$ cat config.mk
export PLATFORM = sky130hd
export DESIGN_NAME = vcell_avg_seq
export DESIGN_NICKNAME = d
export VERILOG_FILES = /design/src/rtl/vavg_pkg.sv /design/src/rtl/vavg_window_timer.sv /design/src/rtl/vavg_accum.sv /design/src/rtl/vavg_result_reg.sv /design/src/rtl/vcell_avg_seq.sv
export SDC_FILE = /design/constraint.sdc
export NUM_CORES = 1
export LEC_CHECK = 0
export ABC_AREA = 1
export BUFFER_PORTS_ARGS = -buffer_cell sky130_fd_sc_hd__buf_2
export CAP_MARGIN = 10
export CORE_ASPECT_RATIO = 0.5
export CORE_MARGIN = 10
export CORE_UTILIZATION = 60
export CTS_CLUSTER_DIAMETER = 200
export DETAILED_ROUTE_END_ITERATION = 8
export PLACE_DENSITY = 0.8
export SYNTH_ARGS = -nofsm -noshare
export SYNTH_HDL_FRONTEND = slang
export SYNTH_HIERARCHICAL = 1
export SYNTH_SLANG_ARGS = --single-unit
$ cat constraint.sdc
create_clock -name clk_i -period 2.7 [get_ports clk_i]
set_clock_uncertainty 0.2 [all_clocks]
set_input_delay 0 -clock clk_i [delete_from_list [all_inputs] [get_ports clk_i]]
set_output_delay 0 -clock clk_i [all_outputs]
set_load 0.03 [all_outputs]
$ cat src/rtl/vavg_pkg.sv
package vavg_pkg;
  typedef enum logic {
    WIN_SHORT = 1'b0,
    WIN_LONG  = 1'b1
  } win_kind_e;
endpackage

$ cat src/rtl/vavg_window_timer.sv
module vavg_window_timer
  import vavg_pkg::*;
#(
  parameter int SHORT_TICKS = 4096,
  parameter int LONG_TICKS  = 16384
) (
  input  logic      clk_i,
  input  logic      rst_ni,
  input  logic      tick_i,
  input  logic      hold_i,
  input  logic      restart_i,
  output logic      win_end_o,
  output win_kind_e kind_o
);
  localparam int MAX_TICKS = (LONG_TICKS > SHORT_TICKS) ? LONG_TICKS : SHORT_TICKS;
  localparam int CNT_W     = (MAX_TICKS > 2) ? $clog2(MAX_TICKS) : 1;
  localparam logic [CNT_W-1:0] SHORT_LAST = CNT_W'(SHORT_TICKS - 1);
  localparam logic [CNT_W-1:0] LONG_LAST  = CNT_W'(LONG_TICKS - 1);

  logic [CNT_W-1:0] cnt_q;
  win_kind_e        kind_q;
  logic             accept;
  logic             at_last;

  assign accept    = tick_i && !hold_i && !restart_i;
  assign at_last   = (kind_q == WIN_LONG) ? (cnt_q == LONG_LAST) : (cnt_q == SHORT_LAST);
  assign win_end_o = accept && at_last;
  assign kind_o    = kind_q;

  always_ff @(posedge clk_i or negedge rst_ni) begin
    if (!rst_ni) begin
      cnt_q  <= '0;
      kind_q <= WIN_SHORT;
    end else if (restart_i) begin
      cnt_q  <= '0;
      kind_q <= WIN_SHORT;
    end else if (accept) begin
      if (at_last) begin
        cnt_q  <= '0;
        kind_q <= WIN_LONG;
      end else begin
        cnt_q <= cnt_q + 1'b1;
      end
    end
  end
endmodule

$ cat src/rtl/vavg_accum.sv
module vavg_accum
  import vavg_pkg::*;
#(
  parameter int SAMPLE_W   = 12,
  parameter int SHORT_LOG2 = 5,
  parameter int LONG_LOG2  = 7
) (
  input  logic                clk_i,
  input  logic                rst_ni,
  input  logic                sample_vld_i,
  input  logic [SAMPLE_W-1:0] sample_i,
  input  logic                hold_i,
  input  logic                restart_i,
  input  logic                win_end_i,
  input  win_kind_e           kind_i,
  output logic [SAMPLE_W-1:0] avg_o
);
  localparam int MAX_LOG2 = (LONG_LOG2 > SHORT_LOG2) ? LONG_LOG2 : SHORT_LOG2;
  localparam int ACC_W    = SAMPLE_W + MAX_LOG2;
  localparam int N_W      = MAX_LOG2 + 1;
  localparam logic [N_W-1:0] SHORT_QUOTA = N_W'(1 << SHORT_LOG2);
  localparam logic [N_W-1:0] LONG_QUOTA  = N_W'(1 << LONG_LOG2);

  logic [ACC_W-1:0] acc_q;
  logic [N_W-1:0]   n_q;
  logic [N_W-1:0]   quota;
  logic             take;
  logic [ACC_W-1:0] sum_full;

  assign quota    = (kind_i == WIN_LONG) ? LONG_QUOTA : SHORT_QUOTA;
  assign take     = sample_vld_i && !hold_i && !restart_i && (n_q < quota);
  assign sum_full = take ? (acc_q + ACC_W'(sample_i)) : acc_q;
  // power-of-two sample count: division is a shift
  assign avg_o    = (kind_i == WIN_LONG) ? SAMPLE_W'(sum_full >> LONG_LOG2)
                                         : SAMPLE_W'(sum_full >> SHORT_LOG2);

  always_ff @(posedge clk_i or negedge rst_ni) begin
    if (!rst_ni) begin
      acc_q <= '0;
      n_q   <= '0;
    end else if (restart_i || win_end_i) begin
      acc_q <= '0;
      n_q   <= '0;
    end else if (take) begin
      acc_q <= sum_full;
      n_q   <= n_q + 1'b1;
    end
  end
endmodule

$ cat src/rtl/vavg_result_reg.sv
module vavg_result_reg #(
  parameter int SAMPLE_W = 12,
  parameter int REG_W    = 16
) (
  input  logic                clk_i,
  input  logic                rst_ni,
  input  logic                load_i,
  input  logic [SAMPLE_W-1:0] avg_i,
  output logic [REG_W-1:0]    vcell_o,
  output logic                upd_o
);
  localparam int PAD_W = REG_W - SAMPLE_W;

  logic [SAMPLE_W-1:0] val_q;
  logic                upd_q;

  always_ff @(posedge clk_i or negedge rst_ni) begin
    if (!rst_ni) begin
      val_q <= '0;
      upd_q <= 1'b0;
    end else begin
      upd_q <= load_i;
      if (load_i) val_q <= avg_i;
    end
  end

  assign vcell_o = {val_q, {PAD_W{1'b0}}};
  assign upd_o   = upd_q;
endmodule

$ cat src/rtl/vcell_avg_seq.sv
module vcell_avg_seq
  import vavg_pkg::*;
#(
  parameter int SAMPLE_W    = 12,
  parameter int REG_W       = 16,
  parameter int SHORT_TICKS = 4096,
  parameter int LONG_TICKS  = 16384,
  parameter int SHORT_LOG2  = 5,
  parameter int LONG_LOG2   = 7
) (
  input  logic                clk_i,
  input  logic                rst_ni,
  input  logic                tick_i,
  input  logic                qstart_i,
  input  logic                halt_i,
  input  logic                sample_vld_i,
  input  logic [SAMPLE_W-1:0] sample_i,
  output logic [REG_W-1:0]    vcell_o,
  output logic                vcell_upd_o
);
  logic                win_end;
  win_kind_e           kind;
  logic [SAMPLE_W-1:0] avg;

  vavg_window_timer #(
    .SHORT_TICKS(SHORT_TICKS),
    .LONG_TICKS (LONG_TICKS)
  ) timer_i (
    .clk_i    (clk_i),
    .rst_ni   (rst_ni),
    .tick_i   (tick_i),
    .hold_i   (halt_i),
    .restart_i(qstart_i),
    .win_end_o(win_end),
    .kind_o   (kind)
  );

  vavg_accum #(
    .SAMPLE_W  (SAMPLE_W),
    .SHORT_LOG2(SHORT_LOG2),
    .LONG_LOG2 (LONG_LOG2)
  ) accum_i (
    .clk_i       (clk_i),
    .rst_ni      (rst_ni),
    .sample_vld_i(sample_vld_i),
    .sample_i    (sample_i),
    .hold_i      (halt_i),
    .restart_i   (qstart_i),
    .win_end_i   (win_end),
    .kind_i      (kind),
    .avg_o       (avg)
  );

  vavg_result_reg #(
    .SAMPLE_W(SAMPLE_W),
    .REG_W   (REG_W)
  ) result_i (
    .clk_i  (clk_i),
    .rst_ni (rst_ni),
    .load_i (win_end),
    .avg_i  (avg),
    .vcell_o(vcell_o),
    .upd_o  (vcell_upd_o)
  );
endmodule

# Yosys cells after proc, flatten, opt, wreduce, memory -nomap -nowiden
# Index checks and enable logic that the tools add are counted.
[word_totals] reg_bits=55 output_inout_bits=17 in_bits=18
[classes] n_reduce_logical=13 muxes=14 n_lt_le_gt_ge=1 add_sub_neg=3 n_eq_ne=2
[op_table] cell="19-bit 2-to-1 mux" count=3
[op_table] cell="14-bit 2-to-1 mux" count=3
[op_table] cell="8-bit 2-to-1 mux" count=3
[op_table] cell="19-bit by 12-bit adder with 19-bit output" count=1
[op_table] cell="14-bit by 1-bit adder with 14-bit output (second input constant)" count=1
[op_table] cell="14-bit by 12-bit equality test with 1-bit output (second input constant)" count=1
[op_table] cell="14-bit equality test (second input constant)" count=1
[op_table] cell="12-bit 2-to-1 mux" count=1
[op_table] cell="8-bit by 1-bit adder with 8-bit output (second input constant)" count=1
[op_table] cell="8-bit less-than comparator" count=1
[op_table] cell="1-bit logical AND" count=6
[op_table] cell="2-bit nonzero test" count=3
[op_table] cell="1-bit 2-to-1 mux" count=4
[op_table] cell="1-bit logical NOT" count=2
[op_table] cell="2-bit AND reduction" count=1
[op_table] cell="1-bit logical OR" count=1

# Logic depth before layout (Yosys ltp)
# Gate-level depths: netlist (run 1).
[depth] ltp_word=7 mapped_depth=15 depth_no_buf=15

# Hierarchy
# The synthesis (run 1) kept the hierarchy.
[by_module_without_submodules] mod="vavg_accum" n_inst=1 area_each_um2=2298.5 cells_per_inst=362
[by_module_without_submodules] mod="vavg_window_timer" n_inst=1 area_each_um2=935.9 cells_per_inst=130
[by_module_without_submodules] mod="vavg_result_reg" n_inst=1 area_each_um2=516.7 cells_per_inst=57

# Worst setup path before layout (run 1)
# No wires, ideal clock.
[synth_path] path_type="register -> register" startpoint="reg timer_i.cnt_q[1]" endpoint="reg accum_i.acc_q[10]" setup_slack_ns=0.335 period_less_slack_ns=2.365 stages_incl_launch_ff=14 setup_ns=0.132 path_buffers=1 t_required_ns=2.368 arrival_time_ns=2.033 path_cell_list="dfrtp_1 ha_1 inv_2 nor2_4 nand2_2 nor2_4 nand2_1 nor2_1 nand2_1 nor2_1 nor2_2 inv_1 clkbuf_1 nor2_1"
[synth_between] elab_chain_len=5 elab_cells_between_ends=7 cone_classes="eq/ne: 2; mux: 2; reduce/logical: 3"
[synth_rtl] element="start: declaration" line_no="vavg_window_timer.sv:20" source="logic [CNT_W-1:0] cnt_q;"
[synth_rtl] element="start signal: assignment" line_no="vavg_window_timer.sv:42" source="cnt_q <= cnt_q + 1'b1;"
[synth_rtl] element="14-bit by 12-bit equality test with 1-bit output or 14-bit equality test (tied branches)" line_no="vavg_window_timer.sv:26" source="assign at_last = (kind_q == WIN_LONG) ? (cnt_q == LONG_LAST) : (cnt_q == SHORT_LAST);"
[synth_rtl] element="1-bit 2-to-1 mux (*)" line_no="vavg_window_timer.sv:26"
[synth_rtl] element="1-bit logical AND (*)" line_no="vavg_window_timer.sv:27" source="assign win_end_o = accept && at_last;"
[synth_rtl] element="via win_end" line_no="vcell_avg_seq.sv:21" source="logic win_end;"
[synth_rtl] element="1-bit logical OR (*)" line_no="vavg_accum.sv:41" source="end else if (restart_i || win_end_i) begin"
[synth_rtl] element="19-bit 2-to-1 mux or 2-bit nonzero test (tied branches)"
[synth_rtl] element="end signal: assignment" line_no="vavg_accum.sv:45" source="acc_q <= sum_full;"
[synth_rtl] element="end: declaration" line_no="vavg_accum.sv:24" source="logic [ACC_W-1:0] acc_q;"
# The timed path passes the listed nets; every way through them passes the cells marked *.
# A chain may end at the register's enable or synchronous reset.

# Worst setup path after layout (run 1)
[layout_path] startpoint="reg timer_i.cnt_q[1]" endpoint="reg accum_i.n_q[7]"
[layout_between] elab_chain_len=5 elab_cells_between_ends=7 cone_classes="eq/ne: 2; mux: 2; reduce/logical: 3"
[layout_rtl] element="14-bit by 12-bit equality test with 1-bit output or 14-bit equality test (tied branches)" line_no="vavg_window_timer.sv:26"
[layout_rtl] element="1-bit 2-to-1 mux (*)" line_no="vavg_window_timer.sv:26"
[layout_rtl] element="1-bit logical AND (*)" line_no="vavg_window_timer.sv:27"
[layout_rtl] element="via win_end" line_no="vcell_avg_seq.sv:21"
[layout_rtl] element="1-bit logical OR (*)" line_no="vavg_accum.sv:41"
[layout_rtl] element="8-bit 2-to-1 mux or 2-bit nonzero test (tied branches)"
[layout_rtl] element="end signal: assignment" line_no="vavg_accum.sv:46" source="n_q <= n_q + 1'b1;"
[layout_rtl] element="end: declaration" line_no="vavg_accum.sv:25" source="logic [N_W-1:0] n_q;"
# Marks and branches as above.

==> results.toml, run 1 <==
[worst_setup_path]
path_cells = "ha_1, inv_2, nor2_4, nand2_2, nor2_4, nand2_1, nor2_1, nand2_1, nor2_1, nor2_2, nand2_1, inv_2, o31ai_1"
cpPeakStageDelay_ps = 370
worstSetupPathType = "reg -> reg"
path_max_fanout = 8
ff2ff_setup_slack_ps = 400
cpMaxStageDelayCell = "dfrtp_1"
crit_required_ps = 2710
cp_data_arrival_time_ps = 2300
end_kind = "flop"
startpoint_type = "flop"
cpMostUsedCell = "nand2_1"

[clocking]
cts.clk_slew.worst_paths_ps = 70
cts_tree = "done"
htree_levels = 2
insertion_delay_ps = 300
clockBufferDepth = 2
numCtsBuffers = 5
cts_root_buffer = "clkbuf_16"
clock_sinks = 55

[timing]
holdWs_ps = 2.13
slew_headroom_pct = 52.9
post-route-period-util_pct = 85.0
hold_viol = 0
worst_pin_slew_ps = 707
final.setup.tns_ps = 0
drv_slew = 0
worst_slack_ps = 405
rsz0062_at_grt = "false"
period_minus_slack_ps = 2300
max_freq_mhz = 436
finalSetupViolCount = 0

[final_layout]
final_cell_mix = "nand2_1, inv_1, dfrtp_1"
nets = 618
register_area_um2 = 1380
syn2layout_area_growth_pct = 9.91
postLayoutCoreUtil_pct = 68.1
post-route-cell-area_um2 = 4120
diodes = 0
multiInputGateArea_um2 = 2010
fillers = 562
final_common_cell = "nand2_1"
drive_above_1_share_pct = 12.5

[route]
drt-met1-wl_mm = 3.95
dr_wl_met3_um = 509
wl_per_cell_um = 12.1
viasPerCell = 5.16
drt_pass1_iterations = 5
postRouteAntennaNets = 0
wl_mm = 8.14
highest_layer = "met4"
met2_length_mm = 3.57
vias = 3460
drc = 0
dr.first_iter.drc_count = 198

[synth]
synthesis.area_um2 = 3750
yosysWarningCount = 6
ys_seq_area_share_pct = 36.7
synth_seq_cells = 55
syn_avg_cell_area_um2 = 6.83
syn_inst = 549
yosys.cell_types.count = 39

[floorplanning]
start_util_pct = 61.9
die_h_um = 75.9
dieArea_um2 = 10000
rows = 20
io_pins = 35
fp.dieW_um = 132
core_um2 = 6060

[power]
powerDensity_nw_per_um2 = 411
ir_drop_v = 0.000207
power_leakage_nw = 2.24

[global_routing]
grt_max_degree = 56
grt_overflow_total = 0
antenna_found_initial = 0
grt_use_total_pct = 16.7
grt_pass1_wl_mm = 14.4
grt_pass1_vias = 3124

[place]
gp_congestion = 0.915
dpl_cell_area_um2 = 3960
post-place-ws_ps = 433
hpwl_mm = 6.08
io_buffers = 30

[job]
maxCapViolCount = 0

[run_status]
status = "finished, final reports clean"

[hold_path]
min_path_type = "in -> reg"
cell type report:
cell class	instances	share of cell area [%]
flip-flops and latches	55	33.4
repair buffers	37	5.10
multi-input cells	411	48.8
clock buffers	5	3.03
clock inverters	1	0.182
inverters	74	6.80
well taps	88	2.67
logic make-up (layout without fill, tap and decap cells):
group / Yosys count / in the layout / synth area share [%]
and+or+nand+nor: 341 / 341 / 39.1
other: 1 / 4 / 0.100
DFF: 55 / 55 / 36.7
AOI/OAI and AO/OA: 40 / 40 / 6.34
adders and majority gates: 16 / 16 / 5.54
buffers and inverters: 86 / 117 / 9.94
xor gates and xnor gates: 10 / 10 / 2.33
critical path: cells and delay by family (launching register included):
kind	cells	cell delay (ps)
and+or+nand+nor	9	1010
DFF	1	370
adders and majority gates	1	250
AOI/OAI and AO/OA	1	220
buffers and inverters	2	170
per-stage QoR:
step	instances	power, mW
finish	671	1.69
global route	671	1.78
CTS	671	1.71
detailed placement	662	1.09
global placement	662	1.08
floorplan	552	1.02
routing by layer:
metal / up-vias / GRT usage, %
li1: 1786 / -
met1: 1563 / 22.7
met2: 100 / 26.4
met3: 11 / 3.82
met4: 0 / 3.97
met5: - / 0
flip-flops by register name, summed over array words and instances (netlist names):
name,count
accum_i/acc_q,19
timer_i/cnt_q,14
result_i/val_q,12
accum_i/n_q,8
result_i/upd_o,1
timer_i/kind_o,1
cell usage after synthesis, drive strengths merged:
| library cell | count | area, um^2 |
|---|---|---|
| buf | 11 | 88.8 |
| or2 | 5 | 31.3 |
| and2 | 3 | 18.8 |
| o21ai | 16 | 83.8 |
| a22o | 1 | 8.76 |
| o211ai | 2 | 15.0 |
| o31ai | 1 | 7.51 |
| a21oi | 15 | 75.1 |
| conb | 1 | 3.75 |
| a21o | 1 | 7.51 |
| inv | 74 | 280 |
| xor2 | 5 | 43.8 |
| nand2 | 210 | 808 |
| nand3b | 2 | 15.0 |
| nand3 | 54 | 280 |
| xnor2 | 5 | 43.8 |
| ha | 15 | 188 |
| o22ai | 1 | 6.26 |
| nor3 | 4 | 25.0 |
| fa | 1 | 20.0 |
| nand4 | 10 | 62.6 |
| dfrtp | 55 | 1380 |
| clkbuf | 1 | 3.75 |
| nor2 | 53 | 224 |
| o21bai | 3 | 33.8 |
power by group:
part           total, mW  switching [mW]  internal (mW)
clock network      0.616           0.282          0.334
registers          0.844         0.00875          0.836
logic              0.233           0.154         0.0793
final timing paths:
path / start / to / cells past startpoint
max in group asynchronous: rst_ni / accum_i/acc_q[7] / 3
max: timer_i/cnt_q[1] / accum_i/n_q[7] / 13
max reg2reg: timer_i/cnt_q[1] / accum_i/n_q[7] / 13
min reg2reg: result_i/val_q[4] / result_i/val_q[4] / 2
min: tick_i / timer_i/cnt_q[2] / 5
min in group asynchronous: rst_ni / timer_i/cnt_q[1] / 3
what timing repair did:
| item | CTS | global route |
|---|---|---|
| hold endpoints to repair | 73 | 0 |
| hold buffers | 3 | 0 |
| endpoints found under the setup margin | 0 | 0 |
| setup buffers | 0 | 0 |
| resized for setup | 0 | 0 |
(Power assumes the default switching activity.)
==> run 2: changes to the inputs <==
PLACE_DENSITY = 0.76   (was 0.8)
==> results.toml, run 2 (synthesized netlist as in run 1, its figures left out) <==
[route]
dr.first_iter.drc_count = 212
wl_mm = 8.46
drc = 0
viasPerCell = 5.08
drt_pass1_iterations = 5
wl_per_cell_um = 12.5
vias = 3429
postRouteAntennaNets = 0

[run_status]
status = "finished, final reports clean"

[final_layout]
largest_register_ffs = 19
diodes = 0
register_area_um2 = 1380
final_cell_mix = "nand2_1, inv_1, dfrtp_1"
drive_above_1_share_pct = 12.8
top_regs = "accum_i/acc_q: 19 flops, timer_i/cnt_q: 14 flops, result_i/val_q: 12 flops"
multiInputGateArea_um2 = 2010
postLayoutCoreUtil_pct = 68.5
nets = 620
final_common_cell = "nand2_1"
regMostFlops = "accum_i/acc_q"
fillers = 593
post-route-cell-area_um2 = 4150
syn2layout_area_growth_pct = 10.6

[global_routing]
grt_overflow_total = 0
grt_use_total_pct = 17.2
grt_max_degree = 34
grt_pass1_vias = 3243
antenna_found_initial = 0
grt_pass1_wl_mm = 15.0

[worst_setup_path]
cp_data_arrival_time_ps = 2330
path_max_fanout = 4
startpoint = "accum_i/acc_q[0]"
worstSetupPathType = "reg -> reg"
crit-reg2reg-capture = "result_i/val_q[9]"
worstRegToRegCells = 13
timing.rr.start = "accum_i/acc_q[0]"
crit_required_ps = 2690
end_kind = "flop"
ff2ff_setup_slack_ps = 350
startpoint_type = "flop"

[floorplanning]
dieArea_um2 = 10000
die_h_um = 75.9
io_pins = 35
start_util_pct = 61.9
fp.dieW_um = 132
core_um2 = 6060
rows = 20

[timing]
max_freq_mhz = 426
worst_pin_slew_ps = 729
post-route-period-util_pct = 86.9
holdWs_ps = 11.7
drv_slew = 0
period_minus_slack_ps = 2350
slew_headroom_pct = 51.4
hold_viol = 0
rsz0062_at_grt = "false"
final.setup.tns_ps = 0
finalSetupViolCount = 0

[place]
dpl_cell_area_um2 = 3970
hpwl_mm = 6.38
gp_congestion = 0.961
io_buffers = 30

[power]
power_leakage_nw = 2.26
powerDensity_nw_per_um2 = 414
ir_drop_v = 0.000232

[clocking]
numCtsBuffers = 5
htree_levels = 2
postCtsSetupBuffers = 0
cts_resized = 0
clock_sinks = 55
hold_buffers = 4
cts_root_buffer = "clkbuf_16"
clockBufferDepth = 2
cts_tree = "done"
insertion_delay_ps = 290
cts.clk_slew.worst_paths_ps = 70

[hold_path]
min_from = "tick_i"
min_path_cells = 4
min_path_type = "in -> reg"
holdPathEnd = "timer_i/cnt_q[4]"

[job]
maxCapViolCount = 0
-- run 2: cell types whose count changed in the layout (fill, tap and decap cells not counted) --
cell,before,now
buf_4,4,5
clkinv_2,0,1
clkbuf_1,0,1
dlygate4sd3_1,3,4
-- run 2: worst max-delay path by stage --
| stage | endpoint | cells after the start |
|---|---|---|
| 5_1_grt | result_i/val_q[9] | 13 |
| 6_report | result_i/val_q[9] | 13 |
| 3_5_place_dp | result_i/val_q[11] | 13 |
| 4_1_cts | result_i/val_q[11] | 13 |
| 2_1_floorplan | accum_i/acc_q[10] | 13 |
| 3_3_place_gp | result_i/val_q[11] | 13 |
-- run 2: critical path, stage by stage, from the launching register on --
cell,delay [ps]
dfrtp_1,360
ha_1,200
inv_1,70
fa_1,400
inv_1,110
nand3_1,70
nand2_1,120
nand3_1,80
nand3_1,170
nand4_1,190
nand3_1,130
nand2_1,60
nand2_1,60
nand2_1,50
-- run 2: routing by layer --
layer  vias to the layer above  global-route usage (%)  wire length (um)
met5                         -                       0                 0
met4                         0                    3.64                88
met3                        12                    4.28               490
met2                        69                    28.1              3760
met1                      1558                    22.6              4120
li1                       1790                       -                 -
-- run 2: area by class of cell --
type	count	area share [%]
clock buffer	6	3.11
clock inverter	2	0.302
inverter	74	6.76
multi-input combinational	411	48.5
sequential	55	33.2
tap	88	2.65
timing repair buffer	39	5.49
-- run 2: per-stage QoR --
stage	setup slack [ps]	total power, mW	instances
2_1_floorplan	335	1.02	552
3_3_place_gp	459	1.09	663
3_5_place_dp	389	1.09	663
4_1_cts	345	1.74	675
5_1_grt	91.8	1.80	675
6_report	353	1.72	675
-- run 2: power by group --
part | total (mW) | internal, mW | switching, mW
sequential | 0.844 | 0.835 | 0.00872
clock | 0.638 | 0.343 | 0.295
combinational | 0.237 | 0.0805 | 0.156
